<file path="src/rtl/loc_arb_pkg.sv">
package loc_arb_pkg;
   localparam int   LOC_W     = 3;
   localparam int   LOC_SPACE = 1 << LOC_W;
   typedef logic [LOC_W-1:0] loc_t;
   localparam loc_t NO_LOC    = loc_t'(LOC_SPACE - 1);
   // access register bit positions
   localparam int   B_VALID   = 7;
   localparam int   B_ACT     = 5;
   localparam int   B_SEIZED  = 4;
   localparam int   B_SEIZE   = 3;
   localparam int   B_PEND    = 2;
   localparam int   B_REQ     = 1;
   localparam int   B_EST     = 0;
endpackage

</file>
<file path="src/rtl/loc_addr_decode.sv">
module loc_addr_decode import loc_arb_pkg::*; #(
   parameter int NUM_LOC  = 5,
   parameter int WIN_BITS = 12,
   parameter int ACC_OFS  = 0,
   localparam int AW      = WIN_BITS + LOC_W
)(
   input  logic [AW-1:0] addr,
   output loc_t          loc,
   output logic          hit
);
   logic ofs_ok;
   assign loc    = addr[WIN_BITS +: LOC_W];
   assign ofs_ok = (addr[WIN_BITS-1:0] == WIN_BITS'(ACC_OFS));
   assign hit    = ofs_ok && (int'(loc) < NUM_LOC);
endmodule

</file>
<file path="src/rtl/loc_prio_pick.sv">
module loc_prio_pick import loc_arb_pkg::*; #(
   parameter int N = LOC_SPACE
)(
   input  logic [N-1:0] vec,
   output logic         found,
   output loc_t         idx
);
   always_comb begin
      found = 1'b0;
      idx   = NO_LOC;
      for (int i = 0; i < N; i++) begin
         if (vec[i]) begin
            found = 1'b1;
            idx   = loc_t'(i);
         end
      end
   end
endmodule

</file>
<file path="src/rtl/loc_view.sv">
module loc_view import loc_arb_pkg::*; #(
   parameter int NUM_LOC = 5
)(
   input  loc_t                 sel,
   input  logic                 hit,
   input  loc_t                 act,
   input  logic [LOC_SPACE-1:0] req,
   input  logic [LOC_SPACE-1:0] seized,
   input  logic                 est,
   output logic [7:0]           rd
);
   logic [7:0] view [LOC_SPACE];

   for (genvar g = 0; g < LOC_SPACE; g++) begin : g_view
      if (g < NUM_LOC) begin : g_live
         logic [LOC_SPACE-1:0] others;
         assign others = req & ~(LOC_SPACE'(1) << g);
         always_comb begin
            view[g]           = '0;
            view[g][B_VALID]  = 1'b1;
            view[g][B_ACT]    = (act == loc_t'(g));
            view[g][B_SEIZED] = seized[g];
            view[g][B_PEND]   = |others;
            view[g][B_REQ]    = req[g];
            view[g][B_EST]    = est;
         end
      end else begin : g_none
         assign view[g] = 8'hFF;
      end
   end

   assign rd = hit ? view[sel] : 8'hFF;
endmodule

</file>
<file path="src/rtl/loc_arbiter.sv">
module loc_arbiter import loc_arb_pkg::*; #(
   parameter int  NUM_LOC  = 5,
   parameter int  WIN_BITS = 12,
   parameter int  ACC_OFS  = 0,
   localparam int AW       = WIN_BITS + LOC_W
)(
   input  logic          clk,
   input  logic          rst_n,
   input  logic          wr_valid,
   input  logic          wr_hw,
   input  logic [AW-1:0] wr_addr,
   input  logic [7:0]    wr_data,
   input  logic          abort_done,
   input  logic          est_in,
   input  logic [AW-1:0] rd_addr,
   output logic [7:0]    rd_data,
   output logic [2:0]    active_loc,
   output logic          loc_chg,
   output logic [2:0]    loc_chg_id,
   output logic          abort_req,
   output logic [2:0]    abort_from,
   output logic [2:0]    abort_to
);
   localparam loc_t HW_LOC = loc_t'(NUM_LOC - 1);

   if (NUM_LOC < 2 || NUM_LOC > LOC_SPACE - 1) begin : g_bad_num
      $error("loc_arbiter: NUM_LOC must lie in 2..%0d", LOC_SPACE - 1);
   end
   if (ACC_OFS < 0 || ACC_OFS >= (1 << WIN_BITS)) begin : g_bad_ofs
      $error("loc_arbiter: ACC_OFS outside the locality window");
   end

   // state
   loc_t                 act_q, from_q, to_q, chg_id_q;
   logic                 ab_q, chg_q;
   logic [LOC_SPACE-1:0] req_q, sz_q, seized_q;

   // next state
   loc_t                 n_act, n_from, n_to, n_chg_id;
   logic                 n_ab, n_chg;
   logic [LOC_SPACE-1:0] n_req, n_sz, n_seized;

   // decode
   loc_t wl, rl;
   logic w_hit, r_hit, wr_ok;
   loc_addr_decode #(.NUM_LOC(NUM_LOC), .WIN_BITS(WIN_BITS), .ACC_OFS(ACC_OFS)) u_wdec (
      .addr(wr_addr), .loc(wl), .hit(w_hit));
   loc_addr_decode #(.NUM_LOC(NUM_LOC), .WIN_BITS(WIN_BITS), .ACC_OFS(ACC_OFS)) u_rdec (
      .addr(rd_addr), .loc(rl), .hit(r_hit));
   assign wr_ok = wr_valid && w_hit && ((wl != HW_LOC) || wr_hw);

   // highest requester
   logic req_any;
   loc_t req_top;
   loc_prio_pick #(.N(LOC_SPACE)) u_pick (.vec(req_q), .found(req_any), .idx(req_top));

   // seize masks relative to the writer
   logic [LOC_SPACE-1:0] own_bit, lower_mask, higher_mask;
   assign own_bit     = LOC_SPACE'(1) << wl;
   assign lower_mask  = own_bit - LOC_SPACE'(1);
   assign higher_mask = ~(lower_mask | own_bit);

   logic [7:0] wv;
   logic       unused_wbits;
   assign unused_wbits = ^{wv[7:6], wv[B_PEND], wv[B_EST]};

   logic seize_ok;
   assign seize_ok = ((act_q == NO_LOC) || (wl > act_q)) && !sz_q[wl] && !(|(sz_q & higher_mask));

   loc_t tgt;
   logic do_set;

   always_comb begin
      n_act    = act_q;
      n_req    = req_q;
      n_sz     = sz_q;
      n_seized = seized_q;
      n_ab     = ab_q;
      n_from   = from_q;
      n_to     = to_q;
      n_chg    = 1'b0;
      n_chg_id = chg_id_q;
      tgt      = act_q;
      do_set   = 1'b0;
      wv       = wr_data;
      if (wv[B_SEIZE]) begin
         wv[B_REQ] = 1'b0;
         wv[B_ACT] = 1'b0;
      end

      if (abort_done && ab_q) begin
         do_set = 1'b1;
         tgt    = to_q;
         n_ab   = 1'b0;
      end else if (wr_ok) begin
         do_set = 1'b1;
         if (wv[B_ACT]) begin
            if (act_q == wl) begin
               if (req_any) begin
                  do_set = 1'b0;
                  n_ab   = 1'b1;
                  n_from = wl;
                  n_to   = req_top;
               end else begin
                  tgt = NO_LOC;
               end
            end else begin
               n_req[wl] = 1'b0;
            end
         end
         if (wv[B_SEIZED]) n_seized[wl] = 1'b0;
         if (wv[B_SEIZE] && seize_ok) begin
            n_sz     = (n_sz & ~lower_mask) | own_bit;
            do_set   = 1'b0;
            n_ab     = 1'b1;
            n_from   = act_q;
            n_to     = wl;
         end
         if (wv[B_REQ] && (act_q != wl)) begin
            if (act_q != NO_LOC) n_req[wl] = 1'b1;
            else                 tgt       = wl;
         end
      end

      if (do_set && (tgt != act_q)) begin
         if (act_q != NO_LOC) begin
            if ((tgt != NO_LOC) && sz_q[tgt]) n_seized[act_q] = 1'b1;
            else                              n_req[act_q]    = 1'b0;
         end
         if (tgt != NO_LOC) begin
            n_req[tgt] = 1'b0;
            n_sz[tgt]  = 1'b0;
            n_chg      = 1'b1;
            n_chg_id   = tgt;
         end
         n_act = tgt;
      end
   end

   always_ff @(posedge clk or negedge rst_n) begin
      if (!rst_n) begin
         act_q    <= NO_LOC;
         req_q    <= '0;
         sz_q     <= '0;
         seized_q <= '0;
         ab_q     <= 1'b0;
         from_q   <= NO_LOC;
         to_q     <= NO_LOC;
         chg_q    <= 1'b0;
         chg_id_q <= NO_LOC;
      end else begin
         act_q    <= n_act;
         req_q    <= n_req;
         sz_q     <= n_sz;
         seized_q <= n_seized;
         ab_q     <= n_ab;
         from_q   <= n_from;
         to_q     <= n_to;
         chg_q    <= n_chg;
         chg_id_q <= n_chg_id;
      end
   end

   loc_view #(.NUM_LOC(NUM_LOC)) u_view (
      .sel(rl), .hit(r_hit), .act(act_q), .req(req_q), .seized(seized_q),
      .est(est_in), .rd(rd_data));

   assign active_loc = act_q;
   assign loc_chg    = chg_q;
   assign loc_chg_id = chg_id_q;
   assign abort_req  = ab_q;
   assign abort_from = from_q;
   assign abort_to   = to_q;
endmodule

</file>
<file path="config.mk">
export PLATFORM = sky130hd
export DESIGN_NAME = loc_arbiter
export DESIGN_NICKNAME = d
export VERILOG_FILES = /design/src/rtl/loc_arb_pkg.sv /design/src/rtl/loc_addr_decode.sv /design/src/rtl/loc_prio_pick.sv /design/src/rtl/loc_view.sv /design/src/rtl/loc_arbiter.sv
export SDC_FILE = /design/constraint.sdc
export NUM_CORES = 1
export LEC_CHECK = 0
export BUFFER_PORTS_ARGS = -buffer_cell sky130_fd_sc_hd__buf_2
export CELL_PAD_IN_SITES_DETAIL_PLACEMENT = 1
export CELL_PAD_IN_SITES_GLOBAL_PLACEMENT = 2
export CORE_ASPECT_RATIO = 0.8
export CORE_MARGIN = 10
export CORE_UTILIZATION = 32
export DETAILED_ROUTE_END_ITERATION = 7
export PLACE_DENSITY = 0.87
export REMOVE_ABC_BUFFERS = 1
export SLEW_MARGIN = 0
export SYNTH_ARGS = -nofsm -noshare
export SYNTH_HDL_FRONTEND = slang
export SYNTH_SLANG_ARGS = --single-unit
</file>
<file path="constraint.sdc">
create_clock -name clk -period 3.7 [get_ports clk]
set_clock_uncertainty 0.15 [all_clocks]
set_input_delay 0.555 -clock clk [delete_from_list [all_inputs] [get_ports clk]]
set_output_delay 0.555 -clock clk [all_outputs]
set_load 0.005 [all_outputs]
</file>
# After elaboration in Yosys (flattened, before gate mapping)
# Cells that the tools add are included.
# classes
n_bitwise	18
n_eq_ne	11
shifts	1
mux	85
n_reduce_logical	37
order_cmp	10
n_addsub	1
# op_table
op	n
2-to-1 mux 8 bit	27
2-to-1 mux 3 bit	23
AND 8 bit	7
NOT 8 bit	5
OR reduction 7 bit	5
bitwise OR 8 bit	4
2-to-1 mux 1 bit	29
binary-select mux 8 bit (select 3 bit)	1
zero test 12 bit	2
logical AND 1 bit	14
less-than comparator 3 x 4 -> 1 bit, second input constant	3
demux 1 bit (select 3 bit)	3
greater-or-equal comparator 3 x 1 -> 1 bit, second input constant	3
!= test 3 bit, second input constant	3
nonzero test 3 bit	3
nonzero test 2 bit	4
OR reduction 8 bit	1
left shift 1 x 3 -> 8 bit, first input constant	1
subtractor 8 x 1 -> 8 bit, second input constant	1
binary-select mux 1 bit (select 3 bit)	2
equality test 3 x 2 -> 1 bit, second input constant	2
equality test 3 bit, second input constant	2
less-than comparator 3 bit, second input constant	2
!= test 3 bit	2
12 further kinds	14
# totals
inputBits	44
out_inout_bits	22
word_cells	172
ff_bits	38

# Depth between registers and ports, before layout
# depth
depth_word	24
depth_mapped	15
ltp_nobuf	12

# Hierarchy
# A second synthesis with hierarchy kept.
# hier_totals
cells_unflattened	327
hier_area_um2	2900.3
# by_module_without_submodules
mod	instances	seq_area_each_um2	area_each_um2	cells_per_inst
loc_arbiter	1	965.9	2467.4	268
loc_view	1	0.0	234.0	30
loc_addr_decode	2	0.0	55.1	8
loc_prio_pick	1	0.0	88.8	13

# Worst setup path after synthesis
# Ideal clock, no wire load.
# synth_timing
path_kind	input -> register
startpoint	input port wr_addr[12]
endpoint	register req_q[2]
setup_ns	0.126
n_path_buf	2
t_required_ns	3.424
stages	12
arrival_time_ns	3.034
setup_slack_ns	0.390
cell_sequence	clkbuf_1 -> inv_1 -> ha_1 -> and3_1 -> buf_6 -> nor4_2 -> nand3_1 -> a31oi_4 -> inv_4 -> a2111oi_4 -> a221oi_2 -> o311a_1
# synth_via
elab_chain_len	22
word_cells_on_any_way	70
cone_classes	1 x add/sub; 6 x order compare; 5 x eq/ne; 1 x shift; 32 x mux; 9 x bitwise; 16 x reduce/logical
# synth_lines
element	line_no	rtl
start: declaration	loc_arbiter.sv:11	input logic [AW-1:0] wr_addr,
less-than comparator 3 x 4 -> 1 bit (not written as such) or greater-or-equal comparator 3 x 1 -> 1 bit (tied branches)	loc_arbiter.sv:108, loc_arbiter.sv:120	
logical AND 1 bit (not written as such)	loc_arbiter.sv:108, loc_arbiter.sv:120	
2-to-1 mux 1 bit (not written as such)	loc_arbiter.sv:108, loc_arbiter.sv:120	
demux 1 bit (select 3 bit)	loc_arbiter.sv:108, loc_arbiter.sv:120	
NOT 8 bit (no line)	-	
AND 8 bit (no line)	-	
2-to-1 mux 8 bit	loc_arbiter.sv:98	if (act_q == wl) begin
2-to-1 mux 8 bit	loc_arbiter.sv:97	if (wv[B_ACT]) begin
[7 not listed]	-	
AND 8 bit (no line)	-	
2-to-1 mux 8 bit	loc_arbiter.sv:127	if ((tgt != NO_LOC) && sz_q[tgt]) n_seized[act_q] = 1'b1;
2-to-1 mux 8 bit	loc_arbiter.sv:126	if (act_q != NO_LOC) begin
2-to-1 mux 8 bit	loc_arbiter.sv:125	if (do_set && (tgt != act_q)) begin
AND 8 bit (no line)	-	
2-to-1 mux 8 bit	loc_arbiter.sv:130	if (tgt != NO_LOC) begin
2-to-1 mux 8 bit (*)	loc_arbiter.sv:125	
via n_req[2]	loc_arbiter.sv:41	logic [LOC_SPACE-1:0] n_req, n_sz, n_seized;
end signal: assignment	loc_arbiter.sv:153	req_q <= n_req;
end: declaration	loc_arbiter.sv:36	logic [LOC_SPACE-1:0] req_q, sz_q, seized_q;
# The timed path passes the listed nets; every way through them passes the cells marked *. The select of a mux whose other input is x is not followed.
# A chain may end at the register's enable or synchronous reset.

# Worst setup path in the final report
# layout_timing
startpoint	register act_q[1], in the netlist active_loc[1]
endpoint	register req_q[5]
# layout_via
elab_chain_len	17
word_cells_on_any_way	56
cone_classes	5 x order compare; 6 x eq/ne; 31 x mux; 5 x bitwise; 9 x reduce/logical
# layout_lines
element	line_no	rtl
start: declaration	loc_arbiter.sv:34	loc_t act_q, from_q, to_q, chg_id_q;
start signal: assignment	loc_arbiter.sv:152	act_q <= n_act;
parallel branches: the longest is 16 deep, another holds less-than comparator 3 x 4 -> 1 bit	-	
2-to-1 mux 8 bit (*)	loc_arbiter.sv:125	
via n_req[5]	loc_arbiter.sv:41	
# Mark *: on every way through the listed nets, which the timed path passes. The select of a mux whose other input is x is not followed.

==> metrics.txt <==
critical setup path kind reg -> reg; Hold Slack 216 ps; drt first pass iters 4; clock buffers created by TritonCTS 5; maximum buffer depth of the clock tree 2; final setup violation count 0; class of the most critical hold timing path in -> async; core footprint 8630 sq um; HPWL reported at the end of detailed placement 8410 um; nature of the critical path startpoint flop; number of I/O port buffers 60; num rows 30; relative area change from synthesis to final layout 21.9%; count of flip-flops with a built-in enable after synthesis 0; minimum period implied by the final worst setup slack 3380 ps; most used flip-flop cell after synthesis dfrtp_1; final hold violations 0; global-route wire length before repair 17300 um; Internal 762 uW; Die Wd 126 um; final weighted congestion of routability-driven global placement 0.891; remaining antenna violation count 0; pins over their slew limit 0; vias in the first global route 3190; arrival time at the worst endpoint 3390 ps; count of pins on the block boundary 66; Final Cycle Share 0.913; busiest grt layer met2; DRC violations left 0; CP Capture Type flop; overall overflow remaining after global route 0; CTS tree done; Detailed Route WL 10700 um; maximum fanout along the worst path 8; Post-Synthesis Cell Area 2890 sq um; count of instances resized after the clock tree is built 0; most instantiated library cell after synthesis o21ai_0; depth of the CTS H-tree 2; fraction of the yosys area taken by sequential cells 0.308; cell-by-cell trace of the critical path inv_1, ha_1, and3_1, nor4_2, nand3_1, a31oi_4, inv_4, a2111oi_4, a221oi_2, o311a_1; die height 105 um; status finished clean; DIE AREA 13200 sq um; fraction of power spent switching nets 0.228; number of instances in the synthesized netlist 335; antenna violations before repair 0; Placed Cells incl. Taps 503; Leakage Power 0.00155 uW; cell types with the highest counts after synthesis o21ai_0 (39), nand2_1 (27), dfrtp_1 (23), nor2_1 (23), inv_1 (20); total setup buffers inserted after CTS 0; CP max stage delay 520 ps; maximum capacitance violations 0; proportion of synthesized flip-flops having asynchronous set or reset 1.00; Net count, final 453; total global-route track usage 0.155; routed vias 2905; Clock Latency Late Sink 280 ps; Synth Area per Inst 8.62 sq um; share of power burned in combinational logic 0.108; worst-path cell with the longest stage delay dfstp_2; non-filler instance count after layout 511; largest area contributor in the netlist dfrtp_1; Netlist cell types 78; clock slew at reported path FFs 60 ps; RSZ-0062 raised after global routing false; summed negative setup slack over all endpoints 0 ps; pin slew with the least headroom to its limit 801 ps; ratio of routed vias to standard cells 5.68; number of clock sinks 35; violation count after the first detailed-route iteration 177; number of storage elements in the synthesis netlist 35; areal power density over the cells 280 nW/um^2; met2 usage in global routing 0.272; global routing met3 resource utilization 0.0273; share of final-layout standard cells stronger than drive strength 1 0.331; Clk Tree Root Cell clkbuf_16; fraction of synthesized cell area taken by the top area cell type 0.199; top achievable clock speed 296 MHz; worst-case headroom to the max-slew limit 0.466; warnings from Yosys 0; worst voltage drop across the vdd grid 185 uV; share of total power in sequential cells 0.390; pin count of the biggest net entering global routing 36; WL per Instance 20.9 um; share of power burned in the clock network 0.502; Data required, critical path 3710 ps; cell types occupying the most area after synthesis dfrtp_1 (20%), dfstp_2 (11%), o21ai_0 (6.8%); switching power total 225 uW; hold-fix buffer count after cts 0; GR met1 Demand/Resource 0.199; Inserted Diodes 0; starting utilization of the core area 0.334
[sequential cells by signal, summed over array words and instances (netlist names)]
name	cells
active_loc	3
loc_chg	1
seized_q	5
abort_to	3
abort_from	3
req_q	8
sz_q	8
loc_chg_id	3
abort_req	1
[worst max-delay path: cells and delay by family (launching register included)]
kind                     cells  cell delay, ps
adder cells (fa/ha/maj)      1             300
AO/OA/AOI/OAI                4            1220
flip-flops                   1             520
AND/OR/NAND/NOR              3             880
buffers and inverters        2             180
[cell usage in the layout (no fill, tap or decap), types with 6 or more instances in the layout]
cell	n
nand3_1	12
nor2_1	23
and3_1	7
o21ai_0	39
buf_4	18
a21oi_1	16
ha_1	11
nor3_1	6
buf_2	60
a31oi_1	7
o311a_1	6
inv_1	20
dfstp_2	12
nand2_1	27
dfrtp_1	23
[cells by family after synthesis]
family / count (synthesis) / share of synthesized area
compound gates: 118 / 0.309
xor+xnor: 2 / 0.00607
fa+ha+maj: 11 / 0.0477
buf+inv: 44 / 0.0698
flops: 35 / 0.308
mux: 8 / 0.0290
other cells: 1 / 0.00130
simple gates: 116 / 0.229
[through the flow]
step                power [uW]  setup slack [ps]  utilization  area (sq um)
floorplan                  431               641            -          2770
global placement           492               223        0.388          3350
detailed placement         498               170        0.388          3350
CTS                        991               341        0.408          3520
global route              1030               118        0.408          3520
finish                     987               320        0.408          3520
[worst paths after layout]
path | startpoint | to | slack [ps] | cells after the start
min | rst_n | abort_req | 220 | 1
min reg2reg | req_q[7] | req_q[7] | 330 | 0
max reg2reg | active_loc[1] | req_q[5] | 320 | 10
max in group asynchronous | rst_n | seized_q[2] | 2680 | 1
min in group clk | req_q[7] | req_q[7] | 330 | 0
max | active_loc[1] | req_q[5] | 320 | 10
[area by class of cell]
cell class                 instances  area (sq um)
fill                            1065          5110
inverter                          22          85.1
tap                              112           140
sequential                        35           891
timing repair buffer              78           435
clock buffer                       6           139
multi-input combinational        256          1800
clock inverter                     2          35.0
[layer usage]
layer | routed length, um | up-vias
met1 | 4940 | 1473
met3 | 467 | 2
met2 | 5240 | 55
met5 | 0 | -
met4 | 2 | 0
li1 | - | 1375
[power groups by stage]
stage | Clock [uW] | Sequential (uW) | Combinational [uW]
floorplan | 0 | 391 | 39.8
CTS | 498 | 385 | 107
global route | 522 | 385 | 119
detailed placement | 0 | 391 | 107
global placement | 0 | 391 | 101
finish | 496 | 385 | 106
No activity file was read; power rests on OpenSTA's default activity.
